<file path="src/rtl/pll_seq_pkg.sv">
package pll_seq_pkg;
  typedef enum logic [2:0] {
    ST_OFF = 3'd0,
    ST_CAL = 3'd1,
    ST_ON  = 3'd2,
    ST_TXS = 3'd3,
    ST_TX  = 3'd4,
    ST_TXB = 3'd5
  } seq_state_t;
endpackage

</file>
<file path="src/rtl/pll_chan_reg.sv">
module pll_chan_reg #(
  parameter int CW     = 8,
  parameter int CH_LO  = 3,
  parameter int CH_HI  = 10,
  parameter int CH_RST = 3
) (
  input  logic          clk,
  input  logic          rst,
  input  logic          we,
  input  logic          allow,
  input  logic [CW-1:0] code,
  output logic [CW-1:0] ch,
  output logic          accept
);
  logic [CW-1:0] ch_q;
  logic          code_ok;

  assign code_ok = (code >= CW'(CH_LO)) && (code <= CW'(CH_HI));
  assign accept  = we && allow && code_ok && (code != ch_q);
  assign ch      = ch_q;

  always_ff @(posedge clk) begin
    if (rst)         ch_q <= CW'(CH_RST);
    else if (accept) ch_q <= code;
  end

  // reserved codes leave the channel untouched
  a_r3_reserved_kept: assert property (@(posedge clk) disable iff (rst)
    (we && !code_ok) |=> $stable(ch_q));
  // channel always inside the mapped range
  a_r1_ch_in_range: assert property (@(posedge clk) disable iff (rst)
    (ch_q >= CW'(CH_LO)) && (ch_q <= CW'(CH_HI)));
  // disallowed writes leave the channel untouched
  a_r11_blocked_kept: assert property (@(posedge clk) disable iff (rst)
    (we && !allow) |=> $stable(ch_q));
endmodule

</file>
<file path="src/rtl/pll_settle_timer.sv">
module pll_settle_timer #(
  parameter int TW = 6
) (
  input  logic          clk,
  input  logic          rst,
  input  logic          load,
  input  logic [TW-1:0] load_val,
  input  logic          tick,
  output logic          zero
);
  logic [TW-1:0] cnt_q;

  always_ff @(posedge clk) begin
    if (rst)                       cnt_q <= '0;
    else if (load)                 cnt_q <= load_val;
    else if (tick && cnt_q != '0)  cnt_q <= cnt_q - 1'b1;
  end

  assign zero = (cnt_q == '0);

  // a load sets the count to the requested delay
  a_r5_load_value: assert property (@(posedge clk) disable iff (rst)
    load |=> (cnt_q == $past(load_val)));
  // an expired count never wraps around
  a_r6_no_wrap: assert property (@(posedge clk) disable iff (rst)
    (zero && !load) |=> zero);
endmodule

</file>
<file path="src/rtl/pll_freq_map.sv">
module pll_freq_map #(
  parameter int CW     = 8,
  parameter int FW     = 20,
  parameter int BASE   = 910000,
  parameter int STEP   = 2000,
  parameter int OFS    = 1000,
  parameter int CH_LO  = 3,
  parameter int CH_RST = 3
) (
  input  logic          clk,
  input  logic          rst,
  input  logic [CW-1:0] ch,
  input  logic          tx_sel,
  output logic [FW-1:0] freq
);
  localparam int RST_KHZ = BASE + (CH_RST - CH_LO) * STEP - OFS;

  logic [31:0] khz_full;
  logic [FW-1:0] freq_q;

  assign khz_full = 32'(BASE) + (32'(ch) - 32'(CH_LO)) * 32'(STEP)
                  - (tx_sel ? 32'd0 : 32'(OFS));

  always_ff @(posedge clk) begin
    if (rst) freq_q <= FW'(RST_KHZ);
    else     freq_q <= khz_full[FW-1:0];
  end

  assign freq = freq_q;

  // moving to transmit on a fixed channel raises the word by the offset
  a_r2_tx_offset: assert property (@(posedge clk) disable iff (rst)
    ($rose(tx_sel) && $stable(ch)) |=> (freq_q == $past(freq_q) + FW'(OFS)));
endmodule

</file>
<file path="src/rtl/pll_freq_seq.sv">
module pll_freq_seq #(
  parameter int CW      = 8,
  parameter int FW      = 20,
  parameter int BASE    = 910000,
  parameter int STEP    = 2000,
  parameter int OFS     = 1000,
  parameter int CH_LO   = 3,
  parameter int CH_HI   = 10,
  parameter int CH_RST  = 3,
  parameter int T_RXTX  = 16,
  parameter int T_TXRX  = 32,
  parameter int T_CHSW  = 11
) (
  input  logic          clk,
  input  logic          rst,
  input  logic          tick_us,
  input  logic          chan_we,
  input  logic [CW-1:0] chan_code,
  input  logic          req_off,
  input  logic          req_pll_on,
  input  logic          req_rx,
  input  logic          req_tx_start,
  input  logic          req_tx_end,
  input  logic          cal_done,
  input  logic          lock_irq_en,
  input  logic          unlock_irq_en,
  output logic [FW-1:0] freq_khz,
  output logic          settled,
  output logic          cal_start,
  output logic          irq_lock,
  output logic          irq_unlock
);
  import pll_seq_pkg::*;

  localparam int T_MAX1 = (T_RXTX > T_TXRX) ? T_RXTX : T_TXRX;
  localparam int T_MAX  = (T_MAX1 > T_CHSW) ? T_MAX1 : T_CHSW;
  localparam int TW     = $clog2(T_MAX + 1);

  seq_state_t    state_q, state_d;
  logic [CW-1:0] ch;
  logic          ch_acc, ch_allow;
  logic          t_load, t_zero;
  logic [TW-1:0] t_val;
  logic          cal_go, lock_go, unlock_go;
  logic          cal_seen_q;
  logic          settled_q, cal_start_q, irq_lock_q, irq_unlock_q;
  logic          tx_sel;

  assign ch_allow = (state_q == ST_OFF) || (state_q == ST_CAL) || (state_q == ST_ON);
  assign tx_sel   = (state_q == ST_TXS) || (state_q == ST_TX);

  pll_chan_reg #(.CW(CW), .CH_LO(CH_LO), .CH_HI(CH_HI), .CH_RST(CH_RST)) u_chan (
    .clk(clk), .rst(rst), .we(chan_we), .allow(ch_allow), .code(chan_code),
    .ch(ch), .accept(ch_acc)
  );

  pll_settle_timer #(.TW(TW)) u_timer (
    .clk(clk), .rst(rst), .load(t_load), .load_val(t_val), .tick(tick_us),
    .zero(t_zero)
  );

  pll_freq_map #(.CW(CW), .FW(FW), .BASE(BASE), .STEP(STEP), .OFS(OFS),
                 .CH_LO(CH_LO), .CH_RST(CH_RST)) u_map (
    .clk(clk), .rst(rst), .ch(ch), .tx_sel(tx_sel), .freq(freq_khz)
  );

  always_comb begin
    state_d   = state_q;
    t_load    = 1'b0;
    t_val     = '0;
    cal_go    = 1'b0;
    lock_go   = 1'b0;
    unlock_go = 1'b0;
    if (req_off) begin
      state_d = ST_OFF;
    end else begin
      case (state_q)
        ST_OFF: if (req_pll_on || req_rx) begin
          state_d = ST_CAL;
          t_load  = 1'b1;
          cal_go  = 1'b1;
        end
        ST_CAL: if (ch_acc) begin
          t_load = 1'b1;
          t_val  = TW'(T_CHSW);
          cal_go = 1'b1;
        end else if ((cal_done || cal_seen_q) && t_zero) begin
          state_d = ST_ON;
          lock_go = 1'b1;
        end
        ST_ON: if (ch_acc) begin
          state_d   = ST_CAL;
          t_load    = 1'b1;
          t_val     = TW'(T_CHSW);
          cal_go    = 1'b1;
          unlock_go = 1'b1;
        end else if (req_tx_start) begin
          state_d = ST_TXS;
          t_load  = 1'b1;
          t_val   = TW'(T_RXTX);
        end
        ST_TXS: if (t_zero) state_d = ST_TX;
        ST_TX: if (req_tx_end) begin
          state_d = ST_TXB;
          t_load  = 1'b1;
          t_val   = TW'(T_TXRX);
        end
        ST_TXB: if (t_zero) state_d = ST_ON;
        default: state_d = ST_OFF;
      endcase
    end
  end

  always_ff @(posedge clk) begin
    if (rst) begin
      state_q      <= ST_OFF;
      cal_seen_q   <= 1'b0;
      settled_q    <= 1'b0;
      cal_start_q  <= 1'b0;
      irq_lock_q   <= 1'b0;
      irq_unlock_q <= 1'b0;
    end else begin
      state_q      <= state_d;
      settled_q    <= (state_d == ST_ON) || (state_d == ST_TX);
      cal_start_q  <= cal_go;
      irq_lock_q   <= lock_go && lock_irq_en;
      irq_unlock_q <= unlock_go && unlock_irq_en;
      if (t_load || state_q != ST_CAL) cal_seen_q <= 1'b0;
      else if (cal_done)               cal_seen_q <= 1'b1;
    end
  end

  assign settled    = settled_q;
  assign cal_start  = cal_start_q;
  assign irq_lock   = irq_lock_q;
  assign irq_unlock = irq_unlock_q;

  // no interrupt pulses while in the transmit retune states
  a_r7_quiet_retune: assert property (@(posedge clk) disable iff (rst)
    (state_q == ST_TXS || state_q == ST_TX || state_q == ST_TXB) |-> (!irq_lock_q && !irq_unlock_q));
  // interrupt pulses last a single cycle
  a_r9_lock_single: assert property (@(posedge clk) disable iff (rst)
    irq_lock_q |=> !irq_lock_q);
  a_r9_unlock_single: assert property (@(posedge clk) disable iff (rst)
    irq_unlock_q |=> !irq_unlock_q);
  // a disabled interrupt never pulses
  a_r9_lock_gated: assert property (@(posedge clk) disable iff (rst)
    !lock_irq_en |=> !irq_lock_q);
  // an off request always drops the settled flag
  a_r10_off_prio: assert property (@(posedge clk) disable iff (rst)
    req_off |=> !settled_q);
  // calibration request is a single-cycle pulse
  a_r4_cal_single: assert property (@(posedge clk) disable iff (rst)
    cal_start_q |=> !cal_start_q);
endmodule

</file>
<file path="config.mk">
export PLATFORM = sky130hd
export DESIGN_NAME = pll_freq_seq
export DESIGN_NICKNAME = d
export VERILOG_FILES = /design/src/rtl/pll_seq_pkg.sv /design/src/rtl/pll_chan_reg.sv /design/src/rtl/pll_settle_timer.sv /design/src/rtl/pll_freq_map.sv /design/src/rtl/pll_freq_seq.sv
export SDC_FILE = /design/constraint.sdc
export NUM_CORES = 1
export LEC_CHECK = 0
export BUFFER_PORTS_ARGS = -buffer_cell sky130_fd_sc_hd__buf_2
export CAP_MARGIN = 15
export CELL_PAD_IN_SITES_DETAIL_PLACEMENT = 0
export CELL_PAD_IN_SITES_GLOBAL_PLACEMENT = 1
export CORE_ASPECT_RATIO = 1.25
export CORE_MARGIN = 4
export CORE_UTILIZATION = 49
export CTS_CLUSTER_SIZE = 30
export DETAILED_ROUTE_END_ITERATION = 8
export PLACE_DENSITY = 0.91
export SLEW_MARGIN = 20
export SYNTH_ARGS = -nofsm -noshare
export SYNTH_HDL_FRONTEND = slang
export SYNTH_SLANG_ARGS = --single-unit
</file>
<file path="constraint.sdc">
create_clock -name clk -period 13.7 [get_ports clk]
set_clock_uncertainty 0.1 [all_clocks]
set_input_delay 1.37 -clock clk [delete_from_list [all_inputs] [get_ports clk]]
set_output_delay 1.37 -clock clk [all_outputs]
set_load 0.005 [all_outputs]
</file>
## Word level (Yosys, flattened, before mapping)

Cells that the tools add are included.

| storage, ports and cells | value |
|---|---|
| output and inout port bits | 24 |
| word-level logic and storage cells | 80 |
| flip-flop bits (word level) | 42 |
| bits of input ports | 20 |

| cells by class | value |
|---|---|
| reduce and logical (&&, ||, !) cells | 22 |
| mux-type cells | 33 |
| magnitude comparators | 2 |
| add/subtract/negate cells | 4 |
| equality and inequality tests | 9 |
| multipliers | 1 |

Operator list:

| kind | count |
|---|---|
| $mul A32 B7 Y16 const B | 1 |
| $mux W3 | 9 |
| $mux W6 | 4 |
| $add A20 B20 Y20 const A | 1 |
| $sub A20 B20 Y20 | 1 |
| $pmux W3 S6 | 1 |
| $pmux W6 S3 | 1 |
| $mux W1 | 12 |
| $mux W10 | 1 |
| $mux W5 | 2 |
| $eq A3 B2 Y1 const B | 3 |
| $eq A3 B3 Y1 const B | 3 |
| $sub A8 B2 Y9 const B | 1 |
| $ge A8 B2 Y1 const B | 1 |
| $le A8 B4 Y1 const B | 1 |
| $logic_and A1 B1 Y1 | 8 |
| $ne A8 B8 Y1 | 1 |
| $logic_or A1 B1 Y1 | 7 |
| $logic_not A6 Y1 | 1 |
| $reduce_bool A6 Y1 | 1 |
| $reduce_or A2 Y1 | 3 |
| $sub A6 B1 Y6 const B | 1 |
| $mux W4 | 1 |
| $pmux W1 S4 | 1 |
| other kinds (5) | 5 |

## Longest topological paths before layout

| depth | value |
|---|---|
| depth in word-level cells | 11 |
| mapped depth | 25 |
| gate-level depth less buffers | 24 |

## By module

Synthesis repeated with hierarchy kept, for this count alone.

| unflattened totals | value |
|---|---|
| cell total of the unflattened synthesis | 504 |
| area, all modules | 4329.2 um^2 |

Modules (own cells, without submodules):

| module | times used | area an instance (um^2) | cells an instance | seq. area each (um^2) |
|---|---|---|---|---|
| pll_freq_map | 1 | 2987.9 | 348 | 340.3 |
| pll_freq_seq | 1 | 561.8 | 74 | 160.2 |
| pll_chan_reg | 1 | 407.9 | 40 | 160.2 |
| pll_settle_timer | 1 | 371.6 | 42 | 120.1 |

## Worst setup path after synthesis

No wires, ideal clock.

| timing | value |
|---|---|
| path kind | register -> register |
| from | register u_chan.ch_q[0], in the netlist u_chan.ch[0] |
| to | register u_map.freq_q[19], in the netlist u_map.freq[19] |
| clock period less this slack | 5.536 ns |
| setup time | 0.072 ns |
| arrival time | 5.364 ns |
| slack | 8.164 ns |
| data required time | 13.528 ns |
| stages on the path, launching flop included | 23 |
| buffers on the path | 1 |
| cell sequence | dfxtp_1 -> buf_2 -> a21oi_1 -> nor3b_1 -> xnor2_1 -> inv_1 -> ha_1 -> inv_1 -> fa_1 -> fa_1 -> inv_1 -> fa_1 -> ha_1 -> or3_1 -> nand3b_4 -> a31o_2 -> a21oi_1 -> o21ai_0 -> xor2_1 -> ha_1 -> nor3_1 -> a41o_1 -> mux2i_1 |

| on the way | value |
|---|---|
| cells in the longest elaborated chain, start to end | 4 |

Ends and longest elaborated chain:

| item | RTL line | text |
|---|---|---|
| start: declaration | pll_chan_reg.sv:15 | `logic [CW-1:0] ch_q;` |
| start signal: assignment | pll_chan_reg.sv:23 | `if (rst) ch_q <= CW'(CH_RST);` |
| start signal: assignment | pll_chan_reg.sv:24 | `else if (accept) ch_q <= code;` |
| $sub A8 B2 Y9 | pll_freq_map.sv:21 | `assign khz_full = 32'(BASE) + (32'(ch) - 32'(CH_LO)) * 32'(STEP)` |
| $mul A32 B7 Y16 | pll_freq_map.sv:21 |  |
| $add A20 B20 Y20 | pll_freq_map.sv:21 |  |
| $sub A20 B20 Y20 | pll_freq_map.sv:22 | `- (tx_sel ? 32'd0 : 32'(OFS));` |
| end signal: assignment | pll_freq_map.sv:25 | `if (rst) freq_q <= FW'(RST_KHZ);` |
| end signal: assignment | pll_freq_map.sv:26 | `else freq_q <= khz_full[FW-1:0];` |
| end: declaration | pll_freq_map.sv:19 | `logic [FW-1:0] freq_q;` |

Every way passes these cells.
A chain may end at the register's enable or synchronous reset.

## Final worst setup path

Ends and elaborated chain as after synthesis.

==> flow_metrics.py <==
metrics = {
    "critical_path": {
        "crit_path_top_delay_cell": "fa_1",
        "start_kind": "flop",
        "worstSetupEndpointType": "flop",
        "worstRegToRegCells": 21,
        "critPathKind": "flop to flop",
        "r2r_end": "u_map.freq[19]$_SDFF_PP1_",
        "required_ns": 13.84,
        "cpPeakStageDelay_ns": 0.55,
        "cp.arrival_ns": 6.20,
        "crit-reg2reg-launch": "u_chan.ch[0]$_SDFFE_PP1P_",
        "worstPathMaxFanout": 8,
        "path_cells": "a21oi_1, nor3b_1, xnor2_1, inv_1, ha_1, inv_1, fa_1, fa_1, inv_1, fa_1, ha_1, or3_1, nand3b_4, a31o_2, a21oi_1, o21ai_0, xor2_1, ha_1, nor3_1, a41o_1, mux2i_1",
        "ff2ff_setup_slack_ns": 7.64,
    },
    "synth": {
        "yosys_register_bits": 39,
        "synth_warnings": 0,
        "synth_area_um2": 4243,
        "netlist.area_leader.share_pct": 18.40,
        "synth_cell_types": 67,
        "async_flop_share_pct": 0,
        "ys_top_cells_by_area": "dfxtp_1, ha_1, fa_1",
        "yosysSeqAreaShare_pct": 18.40,
        "synthCells": 500,
        "synth-edff-count": 0,
        "synth_top_area_cell": "dfxtp_1",
        "synth_ff_type": "dfxtp_1",
        "postSynthAreaPerCell_um2": 8.486,
    },
    "route": {
        "drc_errors": 0,
        "drtIter0Drc": 99,
        "vias_per_cell": 5.539,
        "drt-total-wl_um": 8725,
        "wire_per_inst_um": 13.78,
        "vias": 3506,
        "drtPass1Iterations": 5,
        "ant_nets": 0,
    },
    "clock_tree": {
        "post_cts_buffers": 0,
        "cts.clk_slew.worst_paths_ns": 0.08,
        "ctsRootBufferMaster": "clkbuf_8",
        "ctsResizeCount": 0,
        "numCtsBuffers": 5,
        "clock_sinks": 39,
        "clock_path_buffers": 2,
        "cts_tree": "done",
        "clk-insertion-delay-late_ns": 0.30,
        "ctsHoldBuffers": 0,
        "cts.htree.levels": 2,
    },
    "finish": {
        "final_common_cell": "inv_1",
        "area_growth_pct": 7.933,
        "fin_cells": 633,
        "final_cell_mix": "inv_1, ha_1, buf_2, dfxtp_1, nand2_1",
        "stdcell_area_um2": 4579,
        "nets": 631,
        "drive_gt1_share_pct": 11.38,
        "antennaDiodeCount": 0,
    },
    "floorplanning": {
        "die_area_um2": 10220,
        "num_rows": 37,
        "die_height_um": 112.0,
        "start_util_pct": 50.92,
        "core_area_um2": 8333,
        "io_pins": 44,
        "die_x_um": 91.23,
    },
    "place": {
        "place_area_um2": 4498,
        "finalWeightedCongestion": 0.9027,
        "io_buffer_count": 40,
        "hpwl_um": 7192,
        "place_inst": 625,
    },
    "min_path": {
        "holdPathEnd": "u_timer.cnt_q[1]$_SDFFE_PP0P_",
        "min_path_type": "flop to flop",
        "hold_path_startpoint": "u_timer.cnt_q[1]$_SDFFE_PP0P_",
        "holdPathStages": 2,
    },
    "power": {
        "p_comb_share_pct": 46.4,
        "internal_power_w": 0.0002487,
        "p_per_area_nw_per_um2": 88.68,
        "seq_power_share_pct": 34.2,
        "swShare_pct": 38.76,
        "vdd.ir_drop.worst_mv": 0.08004,
        "leakage_nw": 2.305,
        "p_sw_w": 0.0001574,
        "clock_power_share_pct": 19.4,
    },
    "timing": {
        "period_share_pct": 44.24,
        "fmax_ghz": 0.1650,
        "slew_headroom_pct": 52.37,
        "final.setup.tns_ns": 0,
        "maxSlewViolCount": 0,
        "finalHoldViolCount": 0,
        "grt_setup_unrepaired": "false",
        "setup_viol": 0,
        "worstMarginPinSlew_ns": 0.7135,
        "min_period_ns": 6.060,
    },
    "grt": {
        "gr-total-overflow": 0,
        "antenna_found_initial": 0,
        "grt_pass1_wl_um": 15270,
        "grt_start_max_net_pins": 22,
        "grt.total_usage_pct": 18.12,
        "grt_pass1_vias": 3455,
    },
    "job": {
        "maxCapViolCount": 0,
    },
    "outcome": {
        "outcome": "finished clean",
    },
}
[cells in the mapped netlist (5+ instances only)]
| library cell | n |
|---|---|
| nor2b_1 | 7 |
| buf_4 | 5 |
| a21o_1 | 10 |
| xor2_1 | 23 |
| clkbuf_1 | 6 |
| fa_1 | 24 |
| inv_1 | 67 |
| nand2b_1 | 7 |
| nor2_1 | 32 |
| and2_1 | 6 |
| or3_1 | 6 |
| ha_1 | 52 |
| dfxtp_1 | 39 |
| o21ai_0 | 20 |
| nand3_1 | 15 |
| a21oi_1 | 22 |
| xnor2_1 | 28 |
| and3_1 | 11 |
| nand2_1 | 35 |
| nor3_1 | 11 |
[critical path: cells and delay by family, from the launching register on]
family / cells / cell delay, ns
simple gates: 4 / 1.15
xor+xnor: 2 / 0.53
fa+ha+maj: 6 / 2.31
flops: 1 / 0.39
compound gates: 5 / 0.99
buf+inv: 3 / 0.36
mux: 1 / 0.17
[logic make-up after synthesis]
logic type,after synthesis,share of synthesized area [%]
AND/OR/NAND/NOR,153,19.76
XOR/XNOR,51,10.53
AO/OA/AOI/OAI,93,15.60
buffers and inverters,82,7.756
multiplexers,5,1.209
other,1,0.08838
adder cells (fa/ha/maj),76,26.66
flip-flops,39,18.40
[registers in the layout, indices dropped and copies added (netlist names)]
signal and flops:
cal_seen_q 1, cal_start 1, irq_lock 1, irq_unlock 1, settled 1, state_q 3
u_chan.ch 8, u_map.freq 17, u_timer.cnt_q 6
[routing by layer]
layer | GRT usage (%) | wire [um]
met1 | 19.67 | 3527
met2 | 35.27 | 4734
met3 | 2.547 | 272
met4 | 6.338 | 190
met5 | 0 | 0
[through the flow]
stage                     setup slack, ns  total power, W  utilization [%]  hold slack, ns
after floorplan                     8.164       0.0002861                -          0.3931
after global placement              7.695       0.0003268            53.98          0.4246
after detailed placement            7.606       0.0003319            53.98          0.4326
after CTS                           7.570       0.0004129            54.96          0.4458
after global routing                7.213       0.0004417            54.96          0.4577
final                               7.640       0.0004061            54.96          0.4471
[how the worst max path moves through the flow]
stage,slack (ns),startpoint,endpoint
2_1_floorplan,8.16,u_chan.ch[0]$_SDFFE_PP1P_,u_map.freq[19]$_SDFF_PP1_
3_3_place_gp,7.69,u_chan.ch[0]$_SDFFE_PP1P_,u_map.freq[19]$_SDFF_PP1_
3_5_place_dp,7.61,u_chan.ch[0]$_SDFFE_PP1P_,u_map.freq[19]$_SDFF_PP1_
4_1_cts,7.57,u_chan.ch[0]$_SDFFE_PP1P_,u_map.freq[19]$_SDFF_PP1_
5_1_grt,7.21,u_chan.ch[0]$_SDFFE_PP1P_,u_map.freq[19]$_SDFF_PP1_
6_report,7.64,u_chan.ch[0]$_SDFFE_PP1P_,u_map.freq[19]$_SDFF_PP1_
[power by group through the flow]
stage               Sequential [W]  Combinational (W)   Clock, W
finish                    0.000139           0.000189  0.0000787
global route              0.000141           0.000214  0.0000870
CTS                       0.000139           0.000191  0.0000826
global placement          0.000141           0.000186          0
detailed placement        0.000142           0.000190          0
floorplan                 0.000141           0.000145          0
[area by class of cell]
cell class / instances / area, um2
well taps: 97 / 121.4
repair buffers: 40 / 200.2
multi-input cells: 381 / 3141
clock inverters: 1 / 5.005
flip-flops and latches: 39 / 780.7
fillers: 790 / 3754
inverters: 68 / 255.2
clock buffers: 7 / 76.32
(Power assumes the default switching activity.)
